## config.mk

```make
export PLATFORM = sky130hd
export DESIGN_NAME = pcc_turbo_encoder
export DESIGN_NICKNAME = d
export VERILOG_FILES = /design/src/rtl/pcc_turbo_pkg.sv /design/src/rtl/pcc_bit_buffer.sv /design/src/rtl/pcc_rsc_encoder.sv /design/src/rtl/pcc_perm_source.sv /design/src/rtl/pcc_turbo_encoder.sv
export SDC_FILE = /design/constraint.sdc
export NUM_CORES = 1
export LEC_CHECK = 0
export ABC_AREA = 1
export CORE_UTILIZATION = 64
export CTS_CLUSTER_DIAMETER = 150
export DETAILED_ROUTE_END_ITERATION = 7
export DONT_BUFFER_PORTS = 1
export PLACE_DENSITY = 0.79
export SLEW_MARGIN = 25
export SYNTH_ARGS = -nofsm -noshare
export SYNTH_HDL_FRONTEND = slang
export SYNTH_SLANG_ARGS = --single-unit
```

## constraint.sdc

```tcl
create_clock -name clk -period 3.47 [get_ports clk]
set_input_delay 0.1735 -clock clk [delete_from_list [all_inputs] [get_ports clk]]
set_output_delay 0.1735 -clock clk [all_outputs]
set_load 0.02 [all_outputs]
```

## src/rtl/pcc_turbo_pkg.sv

```systemverilog
package pcc_turbo_pkg;

   typedef enum logic [1:0] {
      PH_FILL = 2'd0,
      PH_LOOK = 2'd1,
      PH_CAPT = 2'd2,
      PH_HOLD = 2'd3
   } enc_phase_t;

   typedef struct packed {
      logic first;
      logic last;
      logic tail;
      logic sys;
      logic par1;
      logic par2;
      logic tail2;
   } enc_triple_t;

   function automatic int gcd_f(input int a, input int b);
      int x;
      int y;
      int t;
      x = a;
      y = b;
      while (y != 0) begin
         t = x % y;
         x = y;
         y = t;
      end
      return x;
   endfunction

endpackage

```

## src/rtl/pcc_bit_buffer.sv

```systemverilog
module pcc_bit_buffer #(
   parameter int DEPTH = 40,
   parameter int AW    = $clog2(DEPTH)
) (
   input  logic          clk,
   input  logic          rst_n,
   input  logic          clr,
   input  logic          we,
   input  logic [AW-1:0] waddr,
   input  logic          wbit,
   input  logic [AW-1:0] raddr_a,
   output logic          rdata_a,
   input  logic [AW-1:0] raddr_b,
   output logic          rdata_b
);

   logic [DEPTH-1:0] mem_q;
   logic [DEPTH-1:0] mem_d;

   always_comb begin
      mem_d = clr ? '0 : mem_q;
      for (int i = 0; i < DEPTH; i++) begin
         if (we && (int'(waddr) == i)) mem_d[i] = wbit;
      end
   end

   always_ff @(posedge clk or negedge rst_n) begin
      if (!rst_n) mem_q <= '0;
      else        mem_q <= mem_d;
   end

   always_comb begin
      rdata_a = 1'b0;
      rdata_b = 1'b0;
      for (int i = 0; i < DEPTH; i++) begin
         if (int'(raddr_a) == i) rdata_a = mem_q[i];
         if (int'(raddr_b) == i) rdata_b = mem_q[i];
      end
   end


   wr_range_chk: assert property (@(posedge clk) disable iff (!rst_n)
      we |-> (int'(waddr) < DEPTH));

endmodule

```

## src/rtl/pcc_rsc_encoder.sv

```systemverilog
module pcc_rsc_encoder #(
   parameter int          MEM     = 3,
   parameter logic [MEM:0] FB_POLY  = 4'b1101,
   parameter logic [MEM:0] FWD_POLY = 4'b1011
) (
   input  logic           clk,
   input  logic           rst_n,
   input  logic           clr,
   input  logic           adv,
   input  logic           term,
   input  logic           u_in,
   output logic           sys_o,
   output logic           par_o,
   output logic [MEM-1:0] state_o
);

   // st_q[k-1] holds the value delayed by k steps
   logic [MEM-1:0] st_q;
   logic [MEM-1:0] fb_taps;
   logic [MEM-1:0] fw_taps;
   logic           fbk;
   logic           a_bit;

   for (genvar k = 1; k <= MEM; k++) begin : g_taps
      assign fb_taps[k-1] = FB_POLY[MEM-k];
      assign fw_taps[k-1] = FWD_POLY[MEM-k];
   end

   if (FB_POLY[MEM] != 1'b1) begin : g_bad_fb
      $error("feedback polynomial needs a unit constant term");
   end

   assign fbk   = ^(fb_taps & st_q);
   assign sys_o = term ? fbk : u_in;
   assign a_bit = sys_o ^ fbk;
   assign par_o = (FWD_POLY[MEM] & a_bit) ^ (^(fw_taps & st_q));
   assign state_o = st_q;

   always_ff @(posedge clk or negedge rst_n) begin
      if (!rst_n)   st_q <= '0;
      else if (clr) st_q <= '0;
      else if (adv) st_q <= {st_q[MEM-2:0], a_bit};
   end


   term_feed_chk: assert property (@(posedge clk) disable iff (!rst_n)
      (adv && term && !clr) |=> (st_q[0] == 1'b0));

endmodule

```

## src/rtl/pcc_perm_source.sv

```systemverilog
module pcc_perm_source #(
   parameter int BLK_LEN  = 40,
   parameter bit USE_GEN  = 1'b0,
   parameter int GEN_MUL  = 7,
   parameter int GEN_OFF  = 3,
   parameter int IDX_W    = $clog2(BLK_LEN)
) (
   input  logic             clk,
   input  logic             rst_n,
   input  logic             start,
   input  logic             adv,
   input  logic [IDX_W-1:0] ext_idx,
   output logic [IDX_W-1:0] idx_o
);

   if (USE_GEN) begin : g_gen
      localparam logic [IDX_W:0] MUL_W = (IDX_W+1)'(GEN_MUL);
      localparam logic [IDX_W:0] LEN_W = (IDX_W+1)'(BLK_LEN);
      logic [IDX_W-1:0] idx_q;
      logic [IDX_W:0]   sum;

      if (GEN_MUL < 1 || GEN_MUL >= BLK_LEN || GEN_OFF < 0 || GEN_OFF >= BLK_LEN)
      begin : g_bad_rng
         $error("generator step or offset out of range");
      end
      if (pcc_turbo_pkg::gcd_f(GEN_MUL, BLK_LEN) != 1) begin : g_bad_gcd
         $error("generator step must be coprime to block length");
      end

      assign sum = {1'b0, idx_q} + MUL_W;

      always_ff @(posedge clk or negedge rst_n) begin
         if (!rst_n)     idx_q <= IDX_W'(GEN_OFF);
         else if (start) idx_q <= IDX_W'(GEN_OFF);
         else if (adv)   idx_q <= (sum >= LEN_W) ? IDX_W'(sum - LEN_W) : IDX_W'(sum);
      end

      assign idx_o = idx_q;
      logic unused_ext;
      assign unused_ext = ^ext_idx;
   end else begin : g_ext
      assign idx_o = ext_idx;
      logic unused_ctl;
      assign unused_ctl = start ^ adv;
   end


   idx_range_chk: assert property (@(posedge clk) disable iff (!rst_n)
      adv |-> (int'(idx_o) < BLK_LEN));

endmodule

```

## src/rtl/pcc_turbo_encoder.sv

```systemverilog
module pcc_turbo_encoder
   import pcc_turbo_pkg::*;
#(
   parameter int BLK_LEN  = 40,
   parameter bit USE_GEN  = 1'b0,
   parameter int GEN_MUL  = 7,
   parameter int GEN_OFF  = 3,
   parameter int IDX_W    = $clog2(BLK_LEN)
) (
   input  logic             clk,
   input  logic             rst_n,
   input  logic             in_valid,
   output logic             in_ready,
   input  logic             in_bit,
   input  logic             in_first,
   input  logic             in_last,
   output logic [IDX_W-1:0] perm_pos,
   input  logic [IDX_W-1:0] perm_idx,
   output logic             out_valid,
   input  logic             out_ready,
   output logic             out_sys,
   output logic             out_par1,
   output logic             out_par2,
   output logic             out_tail,
   output logic             out_tail2,
   output logic             out_first,
   output logic             out_last
);

   localparam int MEM    = 3;
   localparam int NSTEP  = BLK_LEN + MEM;
   localparam int STEP_W = $clog2(NSTEP + 1);
   localparam logic [STEP_W-1:0] INFO_END  = STEP_W'(BLK_LEN);
   localparam logic [STEP_W-1:0] LAST_STEP = STEP_W'(NSTEP - 1);
   localparam logic [IDX_W-1:0]  LAST_POS  = IDX_W'(BLK_LEN - 1);

   if (BLK_LEN < 2 || IDX_W < $clog2(BLK_LEN)) begin : g_bad_len
      $error("block length or index width invalid");
   end

   enc_phase_t       phase_q;
   logic [STEP_W-1:0] step_q;
   logic [IDX_W-1:0]  wptr_q;
   enc_triple_t      out_q;

   logic             take_in;
   logic [IDX_W-1:0] wpos;
   logic             close_blk;
   logic             info_step;
   logic             hand_out;
   logic             end_blk;
   logic             rd_nat;
   logic             rd_perm;
   logic [IDX_W-1:0] pidx;
   logic             sys1;
   logic             sys2;
   logic             par1;
   logic             par2;
   logic [MEM-1:0]   st1;
   logic [MEM-1:0]   st2;

   assign in_ready  = (phase_q == PH_FILL);
   assign out_valid = (phase_q == PH_HOLD);
   assign take_in   = in_ready && in_valid;
   assign wpos      = in_first ? '0 : wptr_q;
   assign close_blk = take_in && (in_last || (wpos == LAST_POS));
   assign info_step = (step_q < INFO_END);
   assign hand_out  = out_valid && out_ready;
   assign end_blk   = hand_out && (step_q == LAST_STEP);
   assign perm_pos  = info_step ? step_q[IDX_W-1:0] : '0;

   pcc_bit_buffer #(.DEPTH(BLK_LEN), .AW(IDX_W)) u_buf (
      .clk     (clk),
      .rst_n   (rst_n),
      .clr     ((take_in && in_first) || end_blk),
      .we      (take_in),
      .waddr   (wpos),
      .wbit    (in_bit),
      .raddr_a (perm_pos),
      .rdata_a (rd_nat),
      .raddr_b (pidx),
      .rdata_b (rd_perm)
   );

   pcc_perm_source #(
      .BLK_LEN (BLK_LEN), .USE_GEN (USE_GEN), .GEN_MUL (GEN_MUL),
      .GEN_OFF (GEN_OFF), .IDX_W (IDX_W)
   ) u_perm (
      .clk     (clk),
      .rst_n   (rst_n),
      .start   (close_blk),
      .adv     (hand_out && info_step),
      .ext_idx (perm_idx),
      .idx_o   (pidx)
   );

   pcc_rsc_encoder #(.MEM(MEM)) u_enc1 (
      .clk     (clk),
      .rst_n   (rst_n),
      .clr     (end_blk),
      .adv     (phase_q == PH_CAPT),
      .term    (!info_step),
      .u_in    (rd_nat),
      .sys_o   (sys1),
      .par_o   (par1),
      .state_o (st1)
   );

   pcc_rsc_encoder #(.MEM(MEM)) u_enc2 (
      .clk     (clk),
      .rst_n   (rst_n),
      .clr     (end_blk),
      .adv     (phase_q == PH_CAPT),
      .term    (!info_step),
      .u_in    (rd_perm),
      .sys_o   (sys2),
      .par_o   (par2),
      .state_o (st2)
   );

   always_ff @(posedge clk or negedge rst_n) begin
      if (!rst_n) begin
         phase_q <= PH_FILL;
         step_q  <= '0;
         wptr_q  <= '0;
         out_q   <= '0;
      end else begin
         case (phase_q)
            PH_FILL: begin
               if (take_in) begin
                  wptr_q <= wpos + IDX_W'(1);
                  if (close_blk) begin
                     wptr_q  <= '0;
                     step_q  <= '0;
                     phase_q <= PH_LOOK;
                  end
               end
            end
            PH_LOOK: phase_q <= PH_CAPT;
            PH_CAPT: begin
               out_q.first <= (step_q == '0);
               out_q.last  <= (step_q == LAST_STEP);
               out_q.tail  <= !info_step;
               out_q.sys   <= sys1;
               out_q.par1  <= par1;
               out_q.par2  <= par2;
               out_q.tail2 <= info_step ? 1'b0 : sys2;
               phase_q     <= PH_HOLD;
            end
            default: begin
               if (hand_out) begin
                  if (step_q == LAST_STEP) begin
                     phase_q <= PH_FILL;
                  end else begin
                     step_q  <= step_q + STEP_W'(1);
                     phase_q <= PH_LOOK;
                  end
               end
            end
         endcase
      end
   end

   assign out_sys   = out_q.sys;
   assign out_par1  = out_q.par1;
   assign out_par2  = out_q.par2;
   assign out_tail  = out_q.tail;
   assign out_tail2 = out_q.tail2;
   assign out_first = out_q.first;
   assign out_last  = out_q.last;


   out_hold_chk: assert property (@(posedge clk) disable iff (!rst_n)
      (out_valid && !out_ready) |=> (out_valid && $stable(out_q)));


   tail_zero_chk: assert property (@(posedge clk) disable iff (!rst_n)
      (out_valid && out_last) |-> ((st1 == '0) && (st2 == '0)));


   mark_excl_chk: assert property (@(posedge clk) disable iff (!rst_n)
      out_valid |-> !(out_first && out_last));


   no_take_chk: assert property (@(posedge clk) disable iff (!rst_n)
      close_blk |=> !in_ready);

endmodule

```

==> flow_summary.json <==
{
  "ys_warn_count": 0,
  "yosys.area_share.adder_pct": 2.80,
  "hold_viol": 0,
  "io_buffers": 0,
  "finalSetupViolations": 0,
  "synth_ff_type": "dfrtp_1",
  "dpl_worst_slack_ps": 149,
  "yosysUniqueCellTypes": 39,
  "grt_overflow": 0,
  "fin_nets": 658,
  "htreeDepth": 3,
  "io_pins": 28,
  "wl_um": 12800,
  "status": "complete, no violations",
  "startpoint_type": "flop",
  "whs_path_depth": 2,
  "crit_top_cell": "nand2_1",
  "die-area_sq_mm": 0.00731,
  "synth_xor_area_share_pct": 1.37,
  "p_leak_nw": 2.13,
  "synth_top_family_by_area": "simple AND/OR/NAND/NOR gates",
  "route.detailed.drc": 0,
  "fmax_mhz": 306,
  "synth_nets": 638,
  "die_x_um": 85.5,
  "num_vias": 4519,
  "max_stage_delay_ps": 460,
  "core-area_sq_mm": 0.00676,
  "nFillCells": 531,
  "slew_violations": 0,
  "ys_ff_latch": 67,
  "r2r_slack_ps": 210,
  "root_buffer": "clkbuf_8",
  "yosys-top-cells-area": "dfrtp_1 38%, nand2_1 9.8%, nand4_1 8.0%",
  "syn2layout_area_growth_pct": 9.56,
  "maxSlewHeadroom_pct": 34.4,
  "multiInputGateArea_sq_mm": 0.00242,
  "drive_gt1_share_pct": 12.2,
  "netlist_instances": 615,
  "syn-cell-area_sq_mm": 0.00446,
  "antenna_found_initial": 0,
  "synth_top_area_share_pct": 37.6,
  "maxCapViolCount": 0,
  "ys_async_sr_fraction_pct": 100,
  "grt_pass1_vias": 4055,
  "critPathRequiredTime_ps": 3710,
  "dr.pass1.iters": 6,
  "worstPathArrival_ps": 3510,
  "clk_pin_slew_worst_paths_ps": 80,
  "grt.total_usage_pct": 36.8,
  "worst_pin_slew_ps": 983,
  "seq_area_sq_mm": 0.00168,
  "hold_ws_ps": 51.7,
  "cp_max_fo": 4,
  "period_minus_slack_ps": 3260,
  "rows": 30,
  "synth_top_area_cell": "dfrtp_1",
  "power_density_mw_per_mm2": 694,
  "antenna_cells": 0,
  "post-route-period-util_pct": 94.1,
  "ant_nets": 0,
  "vdd_drop_max_uv": 598,
  "grt_setup_unrepaired": "true",
  "min_from": "in_first",
  "ff2ff_path_depth": 34,
  "r2r-start": "step_q[3]",
  "yosys.area_share.simple_pct": 38.7,
  "ys_seq_area_share_pct": 37.6,
  "first_iter_violations": 438,
  "synth_edf_count": 0,
  "crit_type": "flop to flop",
  "grt_pass1_wl_um": 20500,
  "cts_buffers": 9,
  "avgSynthCellArea_sq_um": 7.26,
  "clock_latency_ps": 350,
  "critical_path.endpoint_type": "flop",
  "synthMuxAreaShare_pct": 0,
  "reg2reg_to": "out_par1",
  "cts_max_path_buffers": 2,
  "gp_congestion": 0.931,
  "min_path_type": "input port to flop",
  "dp_hpwl_um": 9380,
  "worstHoldEndpoint": "wptr_q[0]",
  "die_h_um": 85.5,
  "wire_per_inst_um": 17.8,
  "synth-compound-area-share_pct": 10.9,
  "finalSetupTns_ps": 0,
  "cts_sinks": 67,
  "skew_ps": 9.60,
  "fin_ws_ps": 206,
  "vias_per_cell": 6.28,
  "critPathSlowestCell": "dfrtp_2",
  "cts_tree": "done",
  "initial_core_util_pct": 66.1,
  "grt_max_degree": 68
}
==> layout by cell type (no fill, tap or decap), types with 3 or more instances in the layout <==
cell,n
o21ai_0,63
nor2_2,5
xnor2_1,4
buf_4,23
ha_1,10
dfrtp_1,63
inv_2,4
nor4_1,3
a21oi_1,5
o22ai_1,6
clkbuf_8,10
nand3_1,70
nand2_2,7
nor3_1,8
nand3b_1,3
o21ai_1,3
clkinv_2,3
nor2_4,7
nor2_1,54
nor3b_1,8
nand4_1,57
dfrtp_2,4
inv_1,73
nand2_1,117
xor2_1,3
==> per-layer routing <==
layer / wire length [um] / global-route usage (%) / vias up
met5: 0 / 3.50 / -
met4: 316 / 14.1 / 0
met3: 1190 / 7.31 / 32
met2: 5860 / 55.6 / 231
met1: 5480 / 52.3 / 2125
li1: - / - / 2131
==> what timing repair did <==
| item | 4_1_cts | 5_1_grt |
|---|---|---|
| gates resized for setup | 0 | 6 |
| hold endpoints to repair | 67 | 0 |
| buffers inserted | 0 | 9 |
| setup endpoints to repair | 0 | 4 |
| hold buffers | 2 | 0 |
==> cell type report <==
type                    instances  area share (%)
clock buffers                  10            2.81
clock inverters                 6           0.819
inverters                      80            6.19
multi-input cells             452            49.5
flip-flops and latches         67            34.4
well taps                      80            2.05
repair buffers                 25            4.30
==> cells in the mapped netlist, types with 2 or more instances <==
library cell,number
nor2_1,54
nand4_1,57
nor2_8,2
o2111ai_1,2
buf_6,2
nor2_4,7
o22ai_1,6
nor4_1,4
a21oi_1,6
ha_1,10
nand3b_1,3
nand2_2,7
o21ai_1,3
a31oi_1,2
xnor2_1,4
dfrtp_1,67
nor2_2,5
inv_1,73
nand2_1,117
clkinv_1,2
xor2_1,3
nor3b_1,8
nand3_1,70
clkbuf_1,13
inv_2,5
nor3_1,8
o21ai_0,63
==> critical path: cells and delay by family (launching register included) <==
kind	cells	cell delay (ps)
buffers and inverters	1	60
DFF	1	460
and+or+nand+nor	33	2620
==> logic make-up after synthesis <==
kind of cell             Yosys count
AND/OR/NAND/NOR                  347
adder cells (fa/ha/maj)           10
XOR/XNOR                           7
flip-flops                        67
AO/OA/AOI/OAI                     88
buffers and inverters             96
==> worst max-delay path by stage <==
stage / endpoint / cells after the start / start / slack (ps)
floorplan: out_par1 / 34 / step_q[3] / 560
global placement: out_par2 / 29 / perm_idx[0] / 200
detailed placement: out_par1 / 34 / step_q[4] / 150
CTS: out_par1 / 34 / step_q[4] / 120
global route: out_par1 / 34 / step_q[3] / -230
finish: out_par1 / 34 / step_q[3] / 210
==> sequential cells by signal, summed over array words and instances (netlist names) <==
name	cells
out_first	1
step_q	6
out_tail	1
wptr_q	6
u_enc1.state_o	3
out_par2	1
out_sys	1
u_enc2.state_o	3
out_par1	1
u_buf.mem_q	40
out_last	1
phase_q	2
out_tail2	1
==> where the power goes <==
part | internal (mW) | switching, mW
combinational | 0.527 | 1.11
sequential | 0.936 | 0.216
clock | 0.278 | 0.325
==> stage by stage <==
step | cell area [sq um] | util, % | std cells | power, mW
2_1_floorplan | 4460 | - | 615 | 2.32
3_3_place_gp | 4590 | 68.0 | 693 | 2.64
3_5_place_dp | 4590 | 68.0 | 693 | 2.67
4_1_cts | 4810 | 71.2 | 711 | 3.28
5_1_grt | 4890 | 72.4 | 720 | 3.63
6_report | 4890 | 72.4 | 720 | 3.39
No activity file was read; power rests on OpenSTA's default activity.
